<file path="src/rtl/i2c_seqrd_pkg.sv">
package i2c_seqrd_pkg;
  typedef enum logic [2:0] {ST_IDLE, ST_START, ST_TX, ST_RX, ST_STOP} st_e;
  typedef enum logic [1:0] {PH_ADDR_W, PH_WORD, PH_ADDR_R, PH_READ} ph_e;
  typedef enum logic [1:0] {LN_IDLE, LN_START, LN_BIT, LN_STOP} ln_e;
endpackage

</file>
<file path="src/rtl/i2c_seqrd_qtick.sv">
module i2c_seqrd_qtick #(
  parameter int DIV_W = 8
) (
  input  logic             clk_i,
  input  logic             rst_ni,
  input  logic             run_i,
  input  logic [DIV_W-1:0] div_i,
  output logic             tick_o,
  output logic [1:0]       q_o
);
  logic [DIV_W-1:0] cnt;

  assign tick_o = run_i && (cnt >= div_i);

  always_ff @(posedge clk_i or negedge rst_ni) begin
    if (!rst_ni) begin
      cnt <= '0;
      q_o <= '0;
    end else if (!run_i) begin
      cnt <= '0;
      q_o <= '0;
    end else if (tick_o) begin
      cnt <= '0;
      q_o <= q_o + 2'd1;
    end else begin
      cnt <= cnt + DIV_W'(1);
    end
  end

  AST_QUARTER_HOLD: assert property (@(posedge clk_i) disable iff (!rst_ni)
    (run_i && $past(run_i) && !$past(tick_o)) |-> (q_o == $past(q_o)));
endmodule

</file>
<file path="src/rtl/i2c_seqrd_line.sv">
module i2c_seqrd_line
  import i2c_seqrd_pkg::*;
(
  input  ln_e        kind_i,
  input  logic [1:0] q_i,
  input  logic       bit_low_i,
  output logic       scl_o,
  output logic       sda_oe_o
);
  // quarters: 0 low, 1-2 high, 3 low; conditions move SDA in quarter 2
  always_comb begin
    unique case (kind_i)
      LN_START: begin
        scl_o    = (q_i == 2'd1) || (q_i == 2'd2);
        sda_oe_o = q_i[1];
      end
      LN_BIT: begin
        scl_o    = (q_i == 2'd1) || (q_i == 2'd2);
        sda_oe_o = bit_low_i;
      end
      LN_STOP: begin
        scl_o    = (q_i != 2'd0);
        sda_oe_o = !q_i[1];
      end
      default: begin
        scl_o    = 1'b1;
        sda_oe_o = 1'b0;
      end
    endcase
  end
endmodule

</file>
<file path="src/rtl/i2c_seqrd.sv">
module i2c_seqrd
  import i2c_seqrd_pkg::*;
#(
  parameter int         N_BYTES   = 128,
  parameter int         DIV_W     = 8,
  parameter logic [6:0] DEV_ADDR  = 7'h50,
  parameter logic [7:0] WORD_ADDR = 8'h00
) (
  input  logic             clk_i,
  input  logic             rst_ni,
  input  logic             start_i,
  input  logic [DIV_W-1:0] clk_div_i,
  output logic             scl_o,
  output logic             sda_oe_o,
  input  logic             sda_i,
  output logic [7:0]       data_o,
  output logic             data_valid_o,
  output logic             busy_o,
  output logic             done_o,
  output logic             err_o
);
  localparam int CNT_W = $clog2(N_BYTES + 1);
  localparam logic [CNT_W-1:0] LAST = CNT_W'(N_BYTES - 1);

  st_e              state;
  ph_e              phase;
  logic [3:0]       bit_cnt;
  logic [7:0]       tx_sr, rx_sr;
  logic [CNT_W-1:0] byte_cnt;
  logic             nack_q, tick, sym_end, smp, last_byte, bit_low;
  logic [1:0]       q;
  ln_e              kind;

  assign busy_o    = (state != ST_IDLE);
  assign sym_end   = tick && (q == 2'd3);
  assign smp       = tick && (q == 2'd1);
  assign last_byte = (byte_cnt == LAST);

  i2c_seqrd_qtick #(.DIV_W(DIV_W)) qtick_i (
    .clk_i  (clk_i),
    .rst_ni (rst_ni),
    .run_i  (busy_o),
    .div_i  (clk_div_i),
    .tick_o (tick),
    .q_o    (q)
  );

  always_comb begin
    bit_low = 1'b0;
    kind    = LN_IDLE;
    unique case (state)
      ST_START: kind = LN_START;
      ST_TX: begin
        kind    = LN_BIT;
        bit_low = (bit_cnt != 4'd8) && !tx_sr[7];
      end
      ST_RX: begin
        kind    = LN_BIT;
        bit_low = (bit_cnt == 4'd8) && !last_byte;
      end
      ST_STOP: kind = LN_STOP;
      default: kind = LN_IDLE;
    endcase
  end

  i2c_seqrd_line line_i (
    .kind_i    (kind),
    .q_i       (q),
    .bit_low_i (bit_low),
    .scl_o     (scl_o),
    .sda_oe_o  (sda_oe_o)
  );

  always_ff @(posedge clk_i or negedge rst_ni) begin
    if (!rst_ni) begin
      state        <= ST_IDLE;
      phase        <= PH_ADDR_W;
      bit_cnt      <= '0;
      tx_sr        <= '0;
      rx_sr        <= '0;
      byte_cnt     <= '0;
      nack_q       <= 1'b0;
      data_o       <= '0;
      data_valid_o <= 1'b0;
      done_o       <= 1'b0;
      err_o        <= 1'b0;
    end else begin
      data_valid_o <= 1'b0;
      done_o       <= 1'b0;
      unique case (state)
        ST_IDLE: if (start_i) begin
          state    <= ST_START;
          phase    <= PH_ADDR_W;
          byte_cnt <= '0;
          nack_q   <= 1'b0;
          err_o    <= 1'b0;
        end
        ST_START: if (sym_end) begin
          state   <= ST_TX;
          bit_cnt <= '0;
          tx_sr   <= {DEV_ADDR, phase == PH_ADDR_R};
        end
        ST_TX: begin
          if (smp && bit_cnt == 4'd8) nack_q <= sda_i;
          if (sym_end) begin
            if (bit_cnt != 4'd8) begin
              tx_sr   <= {tx_sr[6:0], 1'b0};
              bit_cnt <= bit_cnt + 4'd1;
            end else if (nack_q) begin
              state <= ST_STOP;
            end else begin
              bit_cnt <= '0;
              unique case (phase)
                PH_ADDR_W: begin
                  phase <= PH_WORD;
                  tx_sr <= WORD_ADDR;
                end
                PH_WORD: begin
                  phase <= PH_ADDR_R;
                  state <= ST_START;
                end
                PH_ADDR_R: begin
                  phase <= PH_READ;
                  state <= ST_RX;
                end
                default: state <= ST_STOP;
              endcase
            end
          end
        end
        ST_RX: begin
          if (smp && bit_cnt != 4'd8) begin
            rx_sr <= {rx_sr[6:0], sda_i};
            if (bit_cnt == 4'd7) begin
              data_o       <= {rx_sr[6:0], sda_i};
              data_valid_o <= 1'b1;
            end
          end
          if (sym_end) begin
            if (bit_cnt != 4'd8) begin
              bit_cnt <= bit_cnt + 4'd1;
            end else if (last_byte) begin
              state <= ST_STOP;
            end else begin
              byte_cnt <= byte_cnt + CNT_W'(1);
              bit_cnt  <= '0;
            end
          end
        end
        ST_STOP: if (sym_end) begin
          state  <= ST_IDLE;
          done_o <= 1'b1;
          err_o  <= nack_q;
        end
        default: state <= ST_IDLE;
      endcase
    end
  end

  AST_IDLE_LINES: assert property (@(posedge clk_i) disable iff (!rst_ni)
    (state == ST_IDLE) |-> (scl_o && !sda_oe_o));
  AST_SDA_HOLD_SCL_HIGH: assert property (@(posedge clk_i) disable iff (!rst_ni)
    ((state == ST_TX || state == ST_RX) && state == $past(state) && scl_o && $past(scl_o))
      |-> $stable(sda_oe_o));
  AST_LAST_NACK: assert property (@(posedge clk_i) disable iff (!rst_ni)
    (state == ST_RX && bit_cnt == 4'd8 && last_byte) |-> !sda_oe_o);
  AST_VALID_IN_READ: assert property (@(posedge clk_i) disable iff (!rst_ni)
    data_valid_o |-> (state == ST_RX && phase == PH_READ));
  AST_DONE_NOT_BUSY: assert property (@(posedge clk_i) disable iff (!rst_ni)
    done_o |-> !busy_o);
  AST_START_WHILE_BUSY: assert property (@(posedge clk_i) disable iff (!rst_ni)
    ($past(busy_o) && !$past(done_o) && $past(state) != ST_STOP) |-> busy_o);
endmodule

</file>
<file path="config.mk">
export PLATFORM = sky130hd
export DESIGN_NAME = i2c_seqrd
export DESIGN_NICKNAME = d
export VERILOG_FILES = /design/src/rtl/i2c_seqrd_pkg.sv /design/src/rtl/i2c_seqrd_qtick.sv /design/src/rtl/i2c_seqrd_line.sv /design/src/rtl/i2c_seqrd.sv
export SDC_FILE = /design/constraint.sdc
export NUM_CORES = 1
export LEC_CHECK = 0
export ABC_AREA = 1
export BUFFER_PORTS_ARGS = -buffer_cell sky130_fd_sc_hd__buf_2
export CORE_MARGIN = 10
export CORE_UTILIZATION = 30
export CTS_BUF_LIST = sky130_fd_sc_hd__clkbuf_4
export DETAILED_ROUTE_END_ITERATION = 10
export HOLD_SLACK_MARGIN = 0.02
export PLACE_DENSITY = 0.51
export SLEW_MARGIN = 20
export SYNTH_ARGS = -nofsm -noshare
export SYNTH_HDL_FRONTEND = slang
export SYNTH_SLANG_ARGS = --single-unit
</file>
<file path="constraint.sdc">
create_clock -name clk_i -period 2 [get_ports clk_i]
set_input_delay 0.1 -clock clk_i [delete_from_list [all_inputs] [get_ports clk_i]]
set_output_delay 0.1 -clock clk_i [all_outputs]
set_load 0.03 [all_outputs]
</file>
==> results.py <==
metrics = {
    "worst_setup_path": {
        "r2r-end": "bit_cnt[1]$_DFFE_PN0P_",
        "ff2ff_path_depth": 11,
        "start_kind": "register",
        "rr_startpoint": "qtick_i.cnt[7]$_DFF_PN0_",
        "path_class": "register to register",
        "cp_max_fo": 5,
        "end_kind": "register",
        "worstPathArrival_ps": 2320,
        "worstPathRequired_ps": 2330,
        "ff2ff_setup_slack_ps": 4,
    },
    "logic_synthesis": {
        "yosysMostFrequentCell": "nand2_1",
        "synth.top_cells.by_area": "dfrtp_1 (43%), nand2_1 (14%), ha_1 (7.2%)",
        "synth_top_family_by_area": "simple AND/OR/NAND/NOR gates",
        "synth_edf_count": 0,
        "synthCells": 388,
        "synth_compound_area_frac": 0.0839,
        "synth_area_per_cell_um2": 8.04,
        "async_flop_share": 1.00,
        "ys.flop_type": "dfrtp_1",
        "synth_top_area_cell": "dfrtp_1",
        "synth_top_cell_area_share": 0.433,
        "syn_nets": 418,
        "synthSimpleGateAreaFrac": 0.323,
        "yosysWarnings": 0,
        "synth_cell_types": 39,
        "yosys-mux-area-fraction": 0,
        "synth-xor-area-share": 0.0169,
        "synth_top_cells_by_count": "nand2_1 (113), dfrtp_1 (54), inv_1 (42)",
        "synth_fa_ha_area_frac": 0.0722,
        "syn_area_um2": 3120,
        "yosysSeqAreaShare": 0.433,
        "synth-seq-cells": 54,
    },
    "layout": {
        "final_nets": 487,
        "final_cells": 594,
        "fillerInstances": 1050,
        "n_antenna_cell": 0,
        "ff_latch_area_um2": 1350,
        "syn_to_final_growth_pct": 31.5,
        "multiInputGateArea_um2": 1800,
        "layout-drive-gt1-share": 0.325,
    },
    "hold_path": {
        "hold_path.class": "input pin to register",
        "whs_path_depth": 5,
        "whs_endpoint": "err_o$_DFFE_PN0P_",
        "worstHoldStart": "start_i",
    },
    "power": {
        "switching_power_mw": 1.83,
        "clkPwrFrac": 0.138,
        "combPwrFrac": 0.529,
        "intPower_mw": 2.19,
        "ir_drop_uv": 404,
        "pwr-share-seq": 0.333,
        "power.leakage_nw": 2.13,
        "powerDensity_nw_per_um2": 981,
        "swShare": 0.455,
    },
    "sta": {
        "rsz0062_at_grt": "true",
        "fin_ws_ps": 4.42,
        "worst_pin_slew_ps": 707,
        "setup_viol": 0,
        "maxSlewViolCount": 0,
        "fin_skew_ps": 28.3,
        "min_period_ps": 2000,
        "relSlewSlack": 0.529,
        "layout_worst_path_cycle_share": 0.998,
        "max_freq_mhz": 501,
        "hold_ws_ps": 238,
        "hold_violations": 0,
    },
    "die": {
        "die_h_um": 122,
        "die-area_um2": 14900,
        "die_w_um": 122,
        "io-pin-count": 26,
        "fp-row-count": 37,
        "initial_core_util": 0.305,
        "core_region_area_um2": 10200,
    },
    "global_route": {
        "grt_max_degree": 55,
        "grt_pass1_wl_um": 12300,
        "grt_usage": 0.0986,
        "grt-ovfl-total": 0,
        "grt_pass1_vias": 2653,
        "antenna_found_initial": 0,
    },
    "clock_tree": {
        "cts-root-buf": "clkbuf_4",
        "clkSlewWorstSetupHoldPaths_ps": 170,
        "clk_latency_ps": 400,
        "cts_buffer_depth": 2,
        "cts_sinks": 54,
        "htreeDepth": 2,
        "numCtsBuffers": 5,
        "tritoncts": "yes",
    },
    "run": {
        "drv_cap": 0,
    },
    "route": {
        "drt_wl_total_um": 7300,
        "route.detailed.drc": 0,
        "drtIter0Drc": 145,
        "vias_per_cell": 4.53,
        "detail-route-antenna-nets": 0,
        "num_vias": 2690,
        "dr.pass1.iters": 4,
        "routedWlPerCell_um": 12.3,
    },
    "placement": {
        "dpl.hpwl_um": 5050,
        "post-place-cells": 564,
        "port_buffers": 25,
        "gp_routability_congestion": 0.843,
        "pre_cts_slack_ps": -36.6,
    },
    "run_status": {
        "outcome": "finished, final reports clean",
    },
}
[registers in the layout, summed over array words and instances, names as in the netlist]
register	flops
bit_cnt	4
byte_cnt	8
data_o	8
data_valid_o	1
done_o	1
err_o	1
nack_q	1
phase	2
qtick_i.cnt	8
qtick_i.q_o	2
rx_sr	7
state	3
tx_sr	8
[how the worst max path moves through the flow]
stage	startpoint	end	cells after the start
3_5_place_dp	qtick_i.cnt[5]$_DFF_PN0_	byte_cnt[4]$_DFFE_PN0P_	11
5_1_grt	qtick_i.cnt[5]$_DFF_PN0_	bit_cnt[1]$_DFFE_PN0P_	11
4_1_cts	qtick_i.cnt[5]$_DFF_PN0_	bit_cnt[2]$_DFFE_PN0P_	11
6_report	qtick_i.cnt[7]$_DFF_PN0_	bit_cnt[1]$_DFFE_PN0P_	11
3_3_place_gp	qtick_i.cnt[5]$_DFF_PN0_	byte_cnt[4]$_DFFE_PN0P_	11
2_1_floorplan	qtick_i.cnt[7]$_DFF_PN0_	data_o[0]$_DFFE_PN0P_	11
[cell type report]
| type | count | share of cell area |
|---|---|---|
| clock buffer | 5 | 0.00915 |
| clock inverter | 3 | 0.00702 |
| inverter | 49 | 0.0473 |
| multi-input combinational | 282 | 0.439 |
| sequential | 54 | 0.330 |
| tap | 136 | 0.0415 |
| timing repair buffer | 65 | 0.126 |
[critical path, stage by stage (launching register included)]
cell and delay, ps:
dfrtp_1 450, ha_4 290, nand2_4 50, nor2_4 90, nand4_1 130, nand3_4 150, nand3_4 150, buf_6 170
a21oi_4 190, buf_6 150, nand3_2 50, nand2_1 60
[power groups by stage]
stage / Clock [mW] / Sequential, mW / Combinational (mW)
floorplan: 0 / 1.32 / 1.20
global placement: 0 / 1.35 / 1.76
detailed placement: 0 / 1.35 / 1.77
CTS: 0.588 / 1.33 / 1.83
global route: 0.628 / 1.36 / 2.38
finish: 0.557 / 1.34 / 2.13
[metrics by stage]
stage	TNS (ps)	total power, mW	util	instance area [µm²]
after floorplan	0	2.52	-	3120
after global placement	0	3.12	0.347	3550
after detailed placement	-78.2	3.12	0.347	3550
after CTS	-3.74	3.75	0.369	3780
after global routing	-2260	4.36	0.401	4100
final	0	4.03	0.401	4100
[layer usage]
layer / part of all wire / GRT usage
met5: 0 / 0
met4: 0.0075 / 0.0238
met3: 0.034 / 0.0208
met2: 0.48 / 0.165
met1: 0.48 / 0.127
[cells in the final DEF, fill, tap and decap left out, drive strengths merged]
master	count
clkbuf	7
and3	1
nand4	2
o311ai	1
a21o	1
nor2	46
a211oi	1
dlygate4sd3	2
a21oi	11
nor3b	2
clkinvlp	1
buf	61
dfrtp	54
xnor2	1
nand2	120
o21ai	25
inv	48
clkinv	3
nor3	8
o211ai	1
xor2	5
o22ai	1
nand3	35
a31oi	2
ha	18
or2	1
[cell families (layout without fill, tap and decap cells)]
family / count (synthesis) / count (layout)
buf+inv: 53 / 122
flops: 54 / 54
compound gates: 43 / 43
xor+xnor: 6 / 6
fa+ha+maj: 18 / 18
simple gates: 214 / 215
[timing repair]
action	in CTS	in global routing
cloned	0	3
resized for setup	12	60
pin swaps	5	25
hold buffers	2	0
buffers inserted	12	5
setup endpoints to repair	7	38
endpoints found under the hold margin	57	0
Note: power is estimated with default switching activity, not from simulation.
